--- src/rtl/sysctl_pkg.sv ---
// Package: shared widths, register indices and bit positions for the
// system-control coprocessor. Assumes a 32-bit datapath and 5-bit indices.
package sysctl_pkg;
    localparam int XLEN      = 32;
    localparam int IDX_W     = 5;
    localparam int PEND_LSB  = 8;
    localparam logic [IDX_W-1:0] IDX_STATUS = 5'd12;
    localparam logic [IDX_W-1:0] IDX_CAUSE  = 5'd13;
    localparam logic [IDX_W-1:0] IDX_EPC    = 5'd14;
    localparam logic [XLEN-1:0]  VECTOR_PC  = 32'h0000_0800;
endpackage

--- src/rtl/sysctl_irq_capture.sv ---
// Module: edge capture of the request lines into pending bits.
// Assumes the request lines are already synchronous to clk. A rising edge
// sets its pending bit. A write-one-to-clear vector clears it, and an edge
// in the same cycle wins over the clear.
module sysctl_irq_capture #(
    parameter int NUM_SRC = 3
) (
    input  logic               clk,
    input  logic               rst_n,
    input  logic [NUM_SRC-1:0] irq,
    input  logic [NUM_SRC-1:0] clr,
    output logic [NUM_SRC-1:0] pend
);
    logic [NUM_SRC-1:0] irq_q;
    logic [NUM_SRC-1:0] rise;

    // Sample request lines to find rising edges
    always_ff @(posedge clk) begin
        if (!rst_n) irq_q <= '0;
        else        irq_q <= irq;
    end

    assign rise = irq & ~irq_q;

    // Per-source pending bit: set on edge, clear on acknowledge
    generate
        for (genvar i = 0; i < NUM_SRC; i++) begin : g_src
            always_ff @(posedge clk) begin
                if (!rst_n)       pend[i] <= 1'b0;
                else if (rise[i]) pend[i] <= 1'b1;
                else if (clr[i])  pend[i] <= 1'b0;
            end

            assert_pend_set_R2 : assert property (@(posedge clk) disable iff (!rst_n)
                rise[i] |=> pend[i]);
            assert_pend_clr_R6 : assert property (@(posedge clk) disable iff (!rst_n)
                (clr[i] && !rise[i]) |=> !pend[i]);
        end
    endgenerate
endmodule

--- src/rtl/sysctl_prio.sv ---
// Module: fixed-priority selector. Among the requests, the lowest index
// wins. Purely combinational; gives a one-hot grant and its index.
module sysctl_prio #(
    parameter int NUM_SRC = 3,
    localparam int ID_W = (NUM_SRC > 1) ? $clog2(NUM_SRC) : 1
) (
    input  logic [NUM_SRC-1:0] req,
    output logic               any,
    output logic [ID_W-1:0]    id,
    output logic [NUM_SRC-1:0] grant
);
    // Scan from the top down so the lowest set request is the last one kept
    always_comb begin
        any   = |req;
        id    = '0;
        grant = '0;
        for (int i = NUM_SRC - 1; i >= 0; i--) begin
            if (req[i]) begin
                id       = ID_W'(i);
                grant    = '0;
                grant[i] = 1'b1;
            end
        end
    end

    always_comb begin
        assert_grant_onehot_R5 : assert ($onehot0(grant));
        if (any) assert_grant_lowest_R5 : assert (((grant - 1'b1) & req) == '0);
    end
endmodule

--- src/rtl/sysctl_cop.sv ---
// Module: system-control coprocessor top. Holds status (enable and masks),
// cause (pending bits and taken-source code) and the exception PC. It raises
// a take toward the handler vector and redirects to the saved PC on return.
// Assumes the core squashes the instruction in a take cycle, so a move-to or
// return presented in that cycle is dropped.
module sysctl_cop
    import sysctl_pkg::*;
#(
    parameter int NUM_SRC = 3,
    localparam int ID_W = (NUM_SRC > 1) ? $clog2(NUM_SRC) : 1
) (
    input  logic               clk,
    input  logic               rst_n,
    input  logic [NUM_SRC-1:0] irq_in,
    input  logic [XLEN-1:0]    pc_in,
    input  logic [IDX_W-1:0]   mf_idx,
    output logic [XLEN-1:0]    mf_data,
    input  logic               mt_en,
    input  logic [IDX_W-1:0]   mt_idx,
    input  logic [XLEN-1:0]    mt_data,
    input  logic               eret_in,
    output logic               exc_take,
    output logic               redirect_valid,
    output logic [XLEN-1:0]    redirect_pc
);
    logic               ie_q;
    logic [NUM_SRC-1:0] mask_q;
    logic [XLEN-1:0]    epc_q;
    logic [ID_W-1:0]    code_q;
    logic [NUM_SRC-1:0] pend;
    logic [NUM_SRC-1:0] ack;
    logic [NUM_SRC-1:0] grant;
    logic               any_req;
    logic [ID_W-1:0]    sel_id;

    // Acknowledge vector from a cause write, dropped in a take cycle
    assign ack = (mt_en && mt_idx == IDX_CAUSE && !exc_take)
                 ? mt_data[PEND_LSB +: NUM_SRC] : '0;

    sysctl_irq_capture #(.NUM_SRC(NUM_SRC)) u_cap (
        .clk  (clk),
        .rst_n(rst_n),
        .irq  (irq_in),
        .clr  (ack),
        .pend (pend)
    );

    sysctl_prio #(.NUM_SRC(NUM_SRC)) u_prio (
        .req  (pend & mask_q),
        .any  (any_req),
        .id   (sel_id),
        .grant(grant)
    );

    assign exc_take       = ie_q && any_req;
    assign redirect_valid = exc_take || eret_in;
    assign redirect_pc    = exc_take ? VECTOR_PC : epc_q;

    // Control register update: take first, then return and software writes
    always_ff @(posedge clk) begin
        if (!rst_n) begin
            ie_q   <= 1'b0;
            mask_q <= '0;
            epc_q  <= '0;
            code_q <= '0;
        end else if (exc_take) begin
            epc_q  <= pc_in;
            ie_q   <= 1'b0;
            code_q <= sel_id;
        end else begin
            if (eret_in) ie_q <= 1'b1;
            if (mt_en && mt_idx == IDX_STATUS) {mask_q, ie_q} <= mt_data[NUM_SRC:0];
            if (mt_en && mt_idx == IDX_EPC)    epc_q <= mt_data;
        end
    end

    // Move-from read mux; unmapped indices return zero
    always_comb begin
        mf_data = '0;
        case (mf_idx)
            IDX_STATUS: mf_data[NUM_SRC:0] = {mask_q, ie_q};
            IDX_CAUSE: begin
                mf_data[PEND_LSB +: NUM_SRC] = pend;
                mf_data[ID_W-1:0]            = code_q;
            end
            IDX_EPC:    mf_data = epc_q;
            default:    mf_data = '0;
        endcase
    end

    assert_take_saves_pc_R4 : assert property (@(posedge clk) disable iff (!rst_n)
        exc_take |=> (epc_q == $past(pc_in)) && !ie_q);
    assert_take_code_R4 : assert property (@(posedge clk) disable iff (!rst_n)
        exc_take |=> code_q == $past(sel_id));
    assert_take_masked_R3 : assert property (@(posedge clk) disable iff (!rst_n)
        exc_take |-> ((grant & pend & mask_q) != '0));
    assert_eret_enables_R8 : assert property (@(posedge clk) disable iff (!rst_n)
        (eret_in && !exc_take && !(mt_en && mt_idx == IDX_STATUS)) |=> ie_q);
endmodule

--- config.mk ---
export PLATFORM = sky130hd
export DESIGN_NAME = sysctl_cop
export DESIGN_NICKNAME = d
export VERILOG_FILES = /design/src/rtl/sysctl_pkg.sv /design/src/rtl/sysctl_irq_capture.sv /design/src/rtl/sysctl_prio.sv /design/src/rtl/sysctl_cop.sv
export SDC_FILE = /design/constraint.sdc
export NUM_CORES = 1
export LEC_CHECK = 0
export ABC_AREA = 1
export BUFFER_PORTS_ARGS = -buffer_cell sky130_fd_sc_hd__buf_2
export CAP_MARGIN = 10
export CORE_UTILIZATION = 48
export CTS_CLUSTER_DIAMETER = 100
export DETAILED_ROUTE_END_ITERATION = 10
export PLACE_DENSITY_LB_ADDON = 0.3
export SKIP_CTS_REPAIR_TIMING = 1
export SLEW_MARGIN = 0
export SYNTH_ARGS = -nofsm -noshare
export SYNTH_HDL_FRONTEND = slang
export SYNTH_HIERARCHICAL = 1
export SYNTH_SLANG_ARGS = --single-unit
--- constraint.sdc ---
create_clock -name clk -period 2.1 [get_ports clk]
set_input_delay 0.21 -clock clk [delete_from_list [all_inputs] [get_ports clk]]
set_output_delay 0.21 -clock clk [all_outputs]
set_load 0.005 [all_outputs]
; ---- Word level (Yosys, flattened, before mapping)
; Cells that the tools add are included.
[word_totals]
rom_bits = 0
latch_bits = 0
output_inout_bits = 66
ff_bits = 44
word_cells = 54
memories = 0
ram_bits = 0
[classes]
n_eq_ne = 6
n_mul = 0
order_cmp = 0
shift = 0
n_bitwise = 5
n_div = 0
addsub = 0
n_reduce_logical = 15
n_mux = 20
[op_table]
columns = op, count
row1 = two-way mux 32 bit, 3
row2 = "== test 5 x 4 -> 1 bit, second input constant", 6
row3 = two-way mux 21 bit, 1
row4 = nonzero test 2 bit, 5
row5 = two-way mux 1 bit, 8
row6 = AND 3 bit, 2
row7 = two-way mux 2 bit, 3
row8 = one-hot mux 2 bit (3 select lines), 1
row9 = one-hot mux 3 bit (2 select lines), 1
row10 = logical AND 1 bit, 5
row11 = two-way mux 4 bit, 1
row12 = one-hot mux 2 bit (2 select lines), 1
row13 = two-way mux 3 bit, 1
row14 = inverter 3 bit, 1
row15 = OR reduction 3 bit, 1
row16 = inverter 1 bit, 2
row17 = AND reduction 2 bit, 1
row18 = OR reduction 2 bit, 1
row19 = logical NOT 1 bit, 1
row20 = logical OR 1 bit, 1

; ---- Longest topological paths before layout
[logic_depth]
depth_word = 8
ltp_mapped = 11
depth_no_buf = 10

; ---- Cells and area by module
; The synthesis kept the hierarchy.
[by_module_without_submodules]
columns = mod, instances, area_per_inst_um2, cells_per_inst, seq_area_each_um2
row1 = sysctl_cop, 1, 2414.8, 422, 760.7
row2 = sysctl_irq_capture, 1, 217.7, 28, 120.1
row3 = sysctl_prio, 1, 53.8, 10, 0.0

; ---- Least setup slack after synthesis
; OpenSTA, ideal clock, no wires.
[synth_path]
path_type = reg-to-output
startpoint = register u_cap.pend[0]
endpoint = output port redirect_pc[22]
path_stages_with_launch = 10
t_arrival_ps = 1158
path_buffers = 2
slack_ps = 732
cell_sequence = dfxtp_1 -> nand2_1 -> inv_1 -> nor2_1 -> nand2_1 -> nand2_4 -> inv_4 -> buf_6 -> buf_2 -> nor2_1
[synth_between]
elab_chain_len = 4
[synth_rtl]
columns = item, line_no
row1 = "start, declared", sysctl_irq_capture.sv:12  ; output logic [NUM_SRC-1:0] pend
row2 = "start signal, assigned by index", sysctl_irq_capture.sv:29  ; if (!rst_n) pend[i] <= 1'b0;
row3 = "start signal, assigned by index", sysctl_irq_capture.sv:30  ; else if (rise[i]) pend[i] <= 1'b1;
row4 = "start signal, assigned by index", sysctl_irq_capture.sv:31  ; else if (clr[i]) pend[i] <= 1'b0;
row5 = AND 3 bit, sysctl_cop.sv:49  ; .req (pend & mask_q),
row6 = OR reduction 3 bit, sysctl_prio.sv:14  ; any = |req;
row7 = net any_req, sysctl_cop.sv:33  ; logic any_req;
row8 = logical AND 1 bit, sysctl_cop.sv:55  ; assign exc_take = ie_q && any_req;
row9 = net exc_take, sysctl_cop.sv:22  ; output logic exc_take,
row10 = two-way mux 32 bit, sysctl_cop.sv:57  ; assign redirect_pc = exc_take ? VECTOR_PC : epc_q;
row11 = "end, declared", sysctl_cop.sv:24  ; output logic [XLEN-1:0] redirect_pc
; The timed path passes the listed nets, and every way through them passes these cells.

; ---- Worst setup path in the final report
[layout_path]
startpoint = register mask_q[0]
endpoint = output port redirect_pc[25]
[layout_between]
elab_chain_len = 4
[layout_rtl]
columns = item, line_no
row1 = "start, declared", sysctl_cop.sv:27  ; logic [NUM_SRC-1:0] mask_q;
row2 = "start signal, assigned", sysctl_cop.sv:72  ; if (mt_en && mt_idx == IDX_STATUS) {mask_q, ie_q} <= mt_data[NUM_SRC:0];
row3 = AND 3 bit, sysctl_cop.sv:49
row4 = OR reduction 3 bit, sysctl_prio.sv:14
row5 = net any_req, sysctl_cop.sv:33
row6 = logical AND 1 bit, sysctl_cop.sv:55
row7 = two-way mux 32 bit, sysctl_cop.sv:57
; The timed path passes the listed nets, and every way through them passes these cells.

==> impl_metrics.csv <==
group,metric,value,unit
min_path,worstHoldPathType,"in -> reg",
routing,routedWlPerCell,11.0,um
global_routing,grt_antenna_before_repair,0,
flow_run,maxCapViolations,0,
sta,slew_violations,0,
cts,cts_tree,"built",
worst_setup_path,path_buf_inv,4,
yosys,synth_warnings,6,
die,dieWidth,76.7,um
routing,wirelength,7.28,mm
routing,viasPerCell,4.79,
layout,fin_area,3500,sq um
sta,fin_skew,9.60,ps
sta,hold_viol_final,0,
cts,cts-buffers-inserted,5,
sta,max_clock_freq,508,MHz
worst_setup_path,start_kind,"flop",
global_routing,grt_pass1_vias,2832,
routing,drtIter0Drc,189,
placement,place_ws,275,ps
placement,gp_congestion,0.839,
die,die_y,76.7,um
global_routing,grt-ovfl-total,0,
layout,drive_gt1_share,28.8,%
cts,clk_pin_slew_worst_paths,90,ps
cts,htree_levels,2,
cts,clk_latency,290,ps
power,power.density,465,nW/um^2
routing,vias,3175,
global_routing,grt_max_degree,39,
worst_setup_path,path_cells,"nand2_1 -> inv_1 -> nor2_1 -> nand2_1 -> nand2_8 -> inv_12 -> buf_4 -> nor2_1 -> buf_2",
die,coreArea,5240,sq um
worst_setup_path,arrival,1760,ps
worst_setup_path,path_delay_family,"buffers and inverters",
power,ir_worst_vdd,309,uV
layout,final_cell_mix,"nand2_1 (148), buf_2 (146), nor2_1 (77)",
worst_setup_path,crit_type,"reg -> out",
layout,fillCellCount,495,
placement,io_buffer_count,146,
worst_setup_path,reg2reg_setup_slack,360,ps
layout,diodes,0,
sta,rsz0062_at_grt,"yes",
yosys,synthesis.area,2680,sq um
sta,fin_crit,1970,ps
layout,layout_commonest_cell,"nand2_1",
routing,antenna_left,0,
cts,clockBufferDepth,2,
sta,worst_slack,133,ps
layout,area_delta_synth_final,30.7,%
routing,drc,0,
cts,clkSinkCount,44,
sta,setup_viol,0,
worst_setup_path,path_max_fanout,38,
die,initial_core_util,51.1,%
global_routing,grt_pass1_wl,12.4,mm
worst_setup_path,crit_required,1890,ps
layout,layout.nets,673,
cts,root_buffer,"clkbuf_8",
placement,place_area,3390,sq um
worst_setup_path,critical_path.slowest_cell,"dfxtp_1",
die,placementRows,26,
yosys,avgSynthCellArea,5.84,sq um
sta,fin_crit_sh,93.7,%
worst_setup_path,max_stage_delay,380,ps
power,p_leak,0.00184,uW
run_status,status,"completed",
die,num_io_pins,147,
placement,dp_hpwl,5.38,mm
yosys,syn_nets,540,
yosys,syn_inst,459,
worst_setup_path,crit_path_end_kind,"primary output",
sta,relSlewSlack,59.7,%
global_routing,grtUsageTotal,25.3,%
die,dieArea,5880,sq um
sta,tightest_slew,603,ps
power,total_power,1630,uW
routing,dr.pass1.iters,4,
-- where the power goes --
group	leakage [uW]	internal (uW)	switching, uW	total (uW)
sequential	0.000357	852	12.8	865
clock	0.0000516	269	291	560
combinational	0.00143	98.8	106	205
-- metal layers --
metal	share of wire [%]	wire length (um)	vias up	track usage (%)
li1	-	-	1672	-
met5	0	0	-	0
met1	43	3130	1376	29.5
met4	0.58	42	0	5.96
met2	49	3590	123	47.4
met3	7.2	521	4	4.17
-- state kept, by name, summed over array words and instances (netlist names) --
signal and flops:
ie_q 1, code_q 2, u_cap/irq_q 3, mask_q 3, epc_q 32, u_cap/pend 3
-- metrics by stage --
step           hold WS [ps]  setup TNS [ps]  cells  utilization, %
6_report                103               0    663            66.9
2_1_floorplan           303               0    459               -
3_3_place_gp            403               0    655            64.7
3_5_place_dp            407               0    655            64.7
5_1_grt                99.0           -14.1    663            66.9
4_1_cts                97.7            -289    663            66.5
-- path summary, 6_finish.rpt --
path	start	endpoint	cells past startpoint
worst max-delay path	mask_q[0]	redirect_pc[25]	9
worst min register to register	u_cap/irq_q[1]	u_cap/pend[1]	3
worst max register to register	mask_q[0]	epc_q[5]	8
worst min-delay path	irq_in[2]	u_cap/irq_q[2]	3
-- worst min-delay path, cell delays in order --
cell     delay [ps]
buf_2            90
nand2_1          40
inv_1            40
-- area by class of cell --
cell class              instances  area (sq um)  area share, %
clock buffers                   6          82.6           2.36
clock inverters                 2          13.8          0.393
inverters                      60           238           6.79
multi-input cells             326          1390           39.7
flip-flops and latches         44           881           25.2
well taps                      70          87.6           2.50
repair buffers                155           811           23.2
No activity file was read; power rests on OpenSTA's default activity.
